[src/rtl/cmp_timer_pkg.sv]
package cmp_timer_pkg;

    localparam int ADR_CTRL  = 0;
    localparam int ADR_REF   = 1;
    localparam int ADR_COUNT = 2;
    localparam int ADR_EVENT = 3;

    localparam int EV_MATCH = 0;
    localparam int EV_CAPT  = 1;
    localparam int EV_NUM   = 2;

    // Control register, bit 0 is enable.
    typedef struct packed {
        logic irq_en;
        logic restart;
        logic slow_clk;
        logic enable;
    } ctrl_t;

    localparam int CTRL_W = $bits(ctrl_t);

    typedef enum logic {
        ST_OFF = 1'b0,
        ST_RUN = 1'b1
    } run_state_e;

endpackage

[src/rtl/cmp_prescaler.sv]
module cmp_prescaler #(
    parameter int PRE_W = 4
) (
    input  logic clk,
    input  logic rst_n,
    input  logic clr,
    input  logic run,
    input  logic slow,
    output logic tick
);

    localparam logic [PRE_W-1:0] PRE_LAST = '1;

    logic [PRE_W-1:0] pre_q;

    always_ff @(posedge clk or negedge rst_n) begin
        if (!rst_n) begin
            pre_q <= '0;
        end else if (clr) begin
            pre_q <= '0;
        end else if (run) begin
            pre_q <= pre_q + 1'b1;
        end
    end

    assign tick = run && (!slow || (pre_q == PRE_LAST));

endmodule

[src/rtl/cmp_count_fsm.sv]
module cmp_count_fsm
    import cmp_timer_pkg::*;
#(
    parameter int CNT_W = 16
) (
    input  logic             clk,
    input  logic             rst_n,
    input  logic             ctrl_wr,
    input  logic             ctrl_wr_en,
    input  logic             restart,
    input  logic             tick,
    input  logic [CNT_W-1:0] ref_val,
    output logic             run_on,
    output logic             start,
    output logic             match_pulse,
    output logic [CNT_W-1:0] count
);

    run_state_e state_q, state_d;
    logic       stop;
    logic       hit;
    logic       advance;

    always_comb begin
        state_d = state_q;
        unique case (state_q)
            ST_OFF: if (ctrl_wr && ctrl_wr_en)  state_d = ST_RUN;
            ST_RUN: if (ctrl_wr && !ctrl_wr_en) state_d = ST_OFF;
            default: state_d = ST_OFF;
        endcase
    end

    always_ff @(posedge clk or negedge rst_n) begin
        if (!rst_n) begin
            state_q <= ST_OFF;
        end else begin
            state_q <= state_d;
        end
    end

    assign run_on      = (state_q == ST_RUN);
    assign start       = (state_q == ST_OFF) && (state_d == ST_RUN);
    assign stop        = (state_q == ST_RUN) && (state_d == ST_OFF);
    assign hit         = (count == ref_val);
    assign advance     = run_on && !stop && tick;
    assign match_pulse = advance && hit;

    always_ff @(posedge clk or negedge rst_n) begin
        if (!rst_n) begin
            count <= '0;
        end else if (start) begin
            count <= '0;
        end else if (advance) begin
            count <= (hit && restart) ? '0 : count + 1'b1;
        end
    end

endmodule

[src/rtl/cmp_event_flags.sv]
module cmp_event_flags #(
    parameter int N_EV = 2
) (
    input  logic            clk,
    input  logic            rst_n,
    input  logic [N_EV-1:0] set_vec,
    input  logic            clr_wr,
    input  logic [N_EV-1:0] clr_vec,
    output logic [N_EV-1:0] flags
);

    for (genvar i = 0; i < N_EV; i++) begin : g_flag
        always_ff @(posedge clk or negedge rst_n) begin
            if (!rst_n) begin
                flags[i] <= 1'b0;
            end else if (set_vec[i]) begin
                flags[i] <= 1'b1;
            end else if (clr_wr && clr_vec[i]) begin
                flags[i] <= 1'b0;
            end
        end
    end

endmodule

[src/rtl/cmp_timer.sv]
module cmp_timer
    import cmp_timer_pkg::*;
#(
    parameter int CNT_W  = 16,
    parameter int PRE_W  = 4,
    parameter int ADDR_W = 2
) (
    input  logic              clk,
    input  logic              rst_n,
    input  logic              bus_wr,
    input  logic [ADDR_W-1:0] bus_addr,
    input  logic [CNT_W-1:0]  bus_wdata,
    output logic [CNT_W-1:0]  bus_rdata,
    input  logic              capture_evt,
    output logic              irq
);

    localparam logic [CNT_W-1:0] REF_RESET = '1;

    ctrl_t              ctrl_q;
    ctrl_t              ctrl_wdata;
    logic [CNT_W-1:0]   ref_q;
    logic [CNT_W-1:0]   count;
    logic [EV_NUM-1:0]  flags;
    logic [EV_NUM-1:0]  set_vec;
    logic               ctrl_wr;
    logic               ref_wr;
    logic               ev_wr;
    logic               tick;
    logic               run_on;
    logic               start;
    logic               match_pulse;

    assign ctrl_wr    = bus_wr && (bus_addr == ADDR_W'(ADR_CTRL));
    assign ref_wr     = bus_wr && (bus_addr == ADDR_W'(ADR_REF));
    assign ev_wr      = bus_wr && (bus_addr == ADDR_W'(ADR_EVENT));
    assign ctrl_wdata = ctrl_t'(bus_wdata[CTRL_W-1:0]);

    always_ff @(posedge clk or negedge rst_n) begin
        if (!rst_n) begin
            ctrl_q <= '0;
            ref_q  <= REF_RESET;
        end else begin
            if (ctrl_wr) ctrl_q <= ctrl_wdata;
            if (ref_wr)  ref_q  <= bus_wdata;
        end
    end

    cmp_prescaler #(
        .PRE_W (PRE_W)
    ) u_pre (
        .clk   (clk),
        .rst_n (rst_n),
        .clr   (start),
        .run   (run_on),
        .slow  (ctrl_q.slow_clk),
        .tick  (tick)
    );

    cmp_count_fsm #(
        .CNT_W (CNT_W)
    ) u_core (
        .clk         (clk),
        .rst_n       (rst_n),
        .ctrl_wr     (ctrl_wr),
        .ctrl_wr_en  (ctrl_wdata.enable),
        .restart     (ctrl_q.restart),
        .tick        (tick),
        .ref_val     (ref_q),
        .run_on      (run_on),
        .start       (start),
        .match_pulse (match_pulse),
        .count       (count)
    );

    always_comb begin
        set_vec           = '0;
        set_vec[EV_MATCH] = match_pulse;
        set_vec[EV_CAPT]  = capture_evt;
    end

    cmp_event_flags #(
        .N_EV (EV_NUM)
    ) u_ev (
        .clk     (clk),
        .rst_n   (rst_n),
        .set_vec (set_vec),
        .clr_wr  (ev_wr),
        .clr_vec (bus_wdata[EV_NUM-1:0]),
        .flags   (flags)
    );

    assign irq = flags[EV_MATCH] && ctrl_q.irq_en;

    always_comb begin
        unique case (bus_addr)
            ADDR_W'(ADR_CTRL):  bus_rdata = CNT_W'(ctrl_q);
            ADDR_W'(ADR_REF):   bus_rdata = ref_q;
            ADDR_W'(ADR_COUNT): bus_rdata = count;
            default:            bus_rdata = CNT_W'(flags);
        endcase
    end

endmodule

[config.mk]
export PLATFORM = sky130hd
export DESIGN_NAME = cmp_timer
export DESIGN_NICKNAME = d
export VERILOG_FILES = /design/src/rtl/cmp_timer_pkg.sv /design/src/rtl/cmp_prescaler.sv /design/src/rtl/cmp_count_fsm.sv /design/src/rtl/cmp_event_flags.sv /design/src/rtl/cmp_timer.sv
export SDC_FILE = /design/constraint.sdc
export NUM_CORES = 1
export LEC_CHECK = 0
export ABC_AREA = 1
export BUFFER_PORTS_ARGS = -buffer_cell sky130_fd_sc_hd__buf_2
export CORE_MARGIN = 3
export CORE_UTILIZATION = 25
export CTS_CLUSTER_DIAMETER = 200
export DETAILED_ROUTE_END_ITERATION = 8
export GPL_TIMING_DRIVEN = 0
export PLACE_DENSITY = 0.51
export SLEW_MARGIN = 5
export SYNTH_ARGS = -nofsm -noshare
export SYNTH_HDL_FRONTEND = slang
export SYNTH_HIERARCHICAL = 1
export SYNTH_SLANG_ARGS = --single-unit
[constraint.sdc]
create_clock -name clk -period 3 [get_ports clk]
set_input_delay 0.6 -clock clk [delete_from_list [all_inputs] [get_ports clk]]
set_output_delay 0.6 -clock clk [all_outputs]
set_load 0.005 [all_outputs]
==> results.sh <==
export IMPL_die_w_um=110
export IMPL_finalSetupViolCount=0
export IMPL_drt_initial_drc_count=97
export IMPL_period_needed_ns=2.21
export IMPL_start_kind="primary input"
export IMPL_leakagePower_nw=1.66
export IMPL_initial_core_util_pct=26.0
export IMPL_synth_top_cell_by_area="nand2_1"
export IMPL_synth_nets=419
export IMPL_cts_hold_buf=0
export IMPL_final_common_cell="nand2_1"
export IMPL_yosys_warnings=6
export IMPL_clock_sinks=43
export IMPL_slew_viol_final=0
export IMPL_num_io_pins=39
export IMPL_cts_resized=0
export IMPL_final_cell_mix="nand2_1, inv_1, buf_2"
export IMPL_cts_setup_buffers=0
export IMPL_syn2layout_area_growth_pct=17.3
export IMPL_die_h_um=110
export IMPL_path_buf_inv=4
export IMPL_fillerInstances=1183
export IMPL_tritoncts="built"
export IMPL_cp_common_cell="nor2_4"
export IMPL_period_share_pct=73.6
export IMPL_diodes=0
export IMPL_grt_pass1_vias=2394
export IMPL_cts_buffers=5
export IMPL_worst_setup_path_end_kind="register"
export IMPL_power_density_nw_per_um2=609
export IMPL_yosysSeqAreaShare_pct=40.5
export IMPL_hold_ws_ns=0.469
export IMPL_syn_avg_cell_area_um2=6.85
export IMPL_crit_fanout=10
export IMPL_die_area_um2=12100
export IMPL_worst_slew_pin_slew_ns=1.01
export IMPL_synth_cells=395
export IMPL_h_tree_depth=2
export IMPL_hold_path_class="primary input to asynchronous set/reset pin"
export IMPL_crit_slowest_cell="inv_1"
export IMPL_clock_latency_ns=0.30
export IMPL_wl_um=7010
export IMPL_critPathRequiredTime_ns=3.19
export IMPL_ys_ff_latch=43
export IMPL_grt_usage_pct=12.5
export IMPL_syn_area_um2=2700
export IMPL_rsz0062_at_grt="no"
export IMPL_root_buffer="clkbuf_8"
export IMPL_vias=2476
export IMPL_cp_cell_sequence="buf_2 > nor2_4 > nand2_1 > inv_1 > inv_1 > nor2_1 > nor2_4 > nor2_4 > inv_2 > nand2_1 > xor2_1 > nor2_1"
export IMPL_core_region_area_um2=10400
export IMPL_dr_pass1_iters=4
export IMPL_run_status="completed"
export IMPL_fmax_mhz=453
export IMPL_detail_route_drc_violations=0
export IMPL_cp_top_family="simple AND/OR/NAND/NOR gates"
export IMPL_worstSetupPathType="primary input to register"
export IMPL_postLayoutCoreUtil_pct=30.5
export IMPL_place_hpwl_um=5310
export IMPL_numPortBuffers=37
export IMPL_grt_first_pass_wirelength_um=11600
export IMPL_gp_congestion=0.825
export IMPL_rows=37
export IMPL_irDropWorstVdd_mv=0.264
export IMPL_postRouteAntennaNets=0
export IMPL_clk_path_buf_depth=2
export IMPL_setup_tns_ns=0
export IMPL_wire_per_inst_um=12.2
export IMPL_critPathMaxStageDelay_ns=0.21
export IMPL_clk_pin_slew_worst_paths_ns=0.09
export IMPL_synth_distinct_cells=27
export IMPL_viasPerCell=4.30
export IMPL_nNetsFinal=463
export IMPL_synthTopCellsByArea="nand2_1, dfrtp_1, dfstp_2, inv_1, nor2_1"
export IMPL_hold_viol=0
export IMPL_drive_above_1_share_pct=21.4
export IMPL_drv_cap=0
export IMPL_overflow=0
export IMPL_maxSlewHeadroom_pct=32.4
export IMPL_antenna_found_initial=0
export IMPL_worst_endpoint_arrival_ns=2.40
export IMPL_synth_top_area_share_pct=26.7
export IMPL_skew_ns=0.00893
export IMPL_grt_max_degree=44
cells in the mapped netlist:
master     n
nand2_1  192
inv_1     41
nor2_1    32
dfrtp_1   27
nand3_1   21
dfstp_2   16
xor2_1    10
nor2_4     9
a21oi_1    5
nand2_2    5
o21ai_0    5
nor2_2     4
nor3_1     4
inv_2      3
nand4_1    3
o21ai_1    3
buf_2      2
buf_4      2
ha_1       2
inv_4      2
a21oi_2    1
and3_2     1
buf_12     1
nand2_4    1
nand2_8    1
nand3_2    1
nor3b_1    1
layer usage:
metal	global-route usage [%]	share of wire, %	up-vias
li1	-	-	1286
met1	16.5	50	1138
met2	20.7	44	45
met3	2.68	5.0	7
met4	3.56	1.1	0
met5	0	0	-
worst paths after layout:
check	from	end	slack [ns]	cells past startpoint
worst max-delay path	bus_addr[0]	u_core/count[7]	0.79	12
worst min-delay path	rst_n	u_core/count[10]	0.47	1
worst max register to register	u_pre/pre_q[1]	u_core/count[9]	1.06	12
worst min register to register	u_ev/flags[1]	u_ev/flags[1]	0.48	2
max in group asynchronous	rst_n	u_core/count[5]	1.91	1
min in group clk	u_ev/flags[1]	u_ev/flags[1]	0.48	2
through the flow:
step	cells	setup WS (ns)	power (mW)	area [um^2]
2_1_floorplan	395	0.862	1.29	2700
3_3_place_gp	568	0.473	1.47	3060
3_5_place_dp	568	0.479	1.49	3060
4_1_cts	576	0.791	1.96	3170
5_1_grt	576	0.592	2.10	3170
6_report	576	0.791	1.93	3170
worst reg2reg max path: stages, from the launching register on:
cell,delay (ns)
dfrtp_1,0.38
ha_1,0.17
and3_2,0.18
nand2_1,0.04
o21ai_0,0.06
nand2_1,0.10
nor2_4,0.22
nor2_4,0.09
inv_2,0.18
nand2_1,0.12
o21ai_1,0.14
o21ai_0,0.09
nor2_1,0.10
cells by family after synthesis:
family          synth area share, %
simple gates                   44.3
compound gates                 2.73
xor+xnor                       3.24
flops                          40.5
fa+ha+maj                     0.925
buf+inv                        8.24
flip-flops by register name, indices dropped and copies added (netlist names):
register       flops
ref_q             16
u_core/count      16
ctrl_q             4
u_pre/pre_q        4
u_ev/flags         2
u_core/run_on      1
final cells by class:
| class | count | area [um^2] | area share (%) |
|---|---|---|---|
| Inverter | 46 | 178 | 5.60 |
| Timing Repair Buffer | 37 | 185 | 5.84 |
| Multi-Input combinational cell | 301 | 1390 | 43.7 |
| Clock inverter | 3 | 43.8 | 1.38 |
| Clock buffer | 5 | 68.8 | 2.17 |
| Tap cell | 136 | 170 | 5.36 |
| Sequential cell | 43 | 1100 | 34.6 |
| Buffer | 5 | 45.0 | 1.42 |
power by group:
part	leakage [nW]	internal [mW]	switching (mW)
clock network	0.0581	0.248	0.214
registers	0.509	0.739	0.165
logic	1.10	0.229	0.335
total	1.66	1.22	0.714
Power figures use the tool's default switching activity.
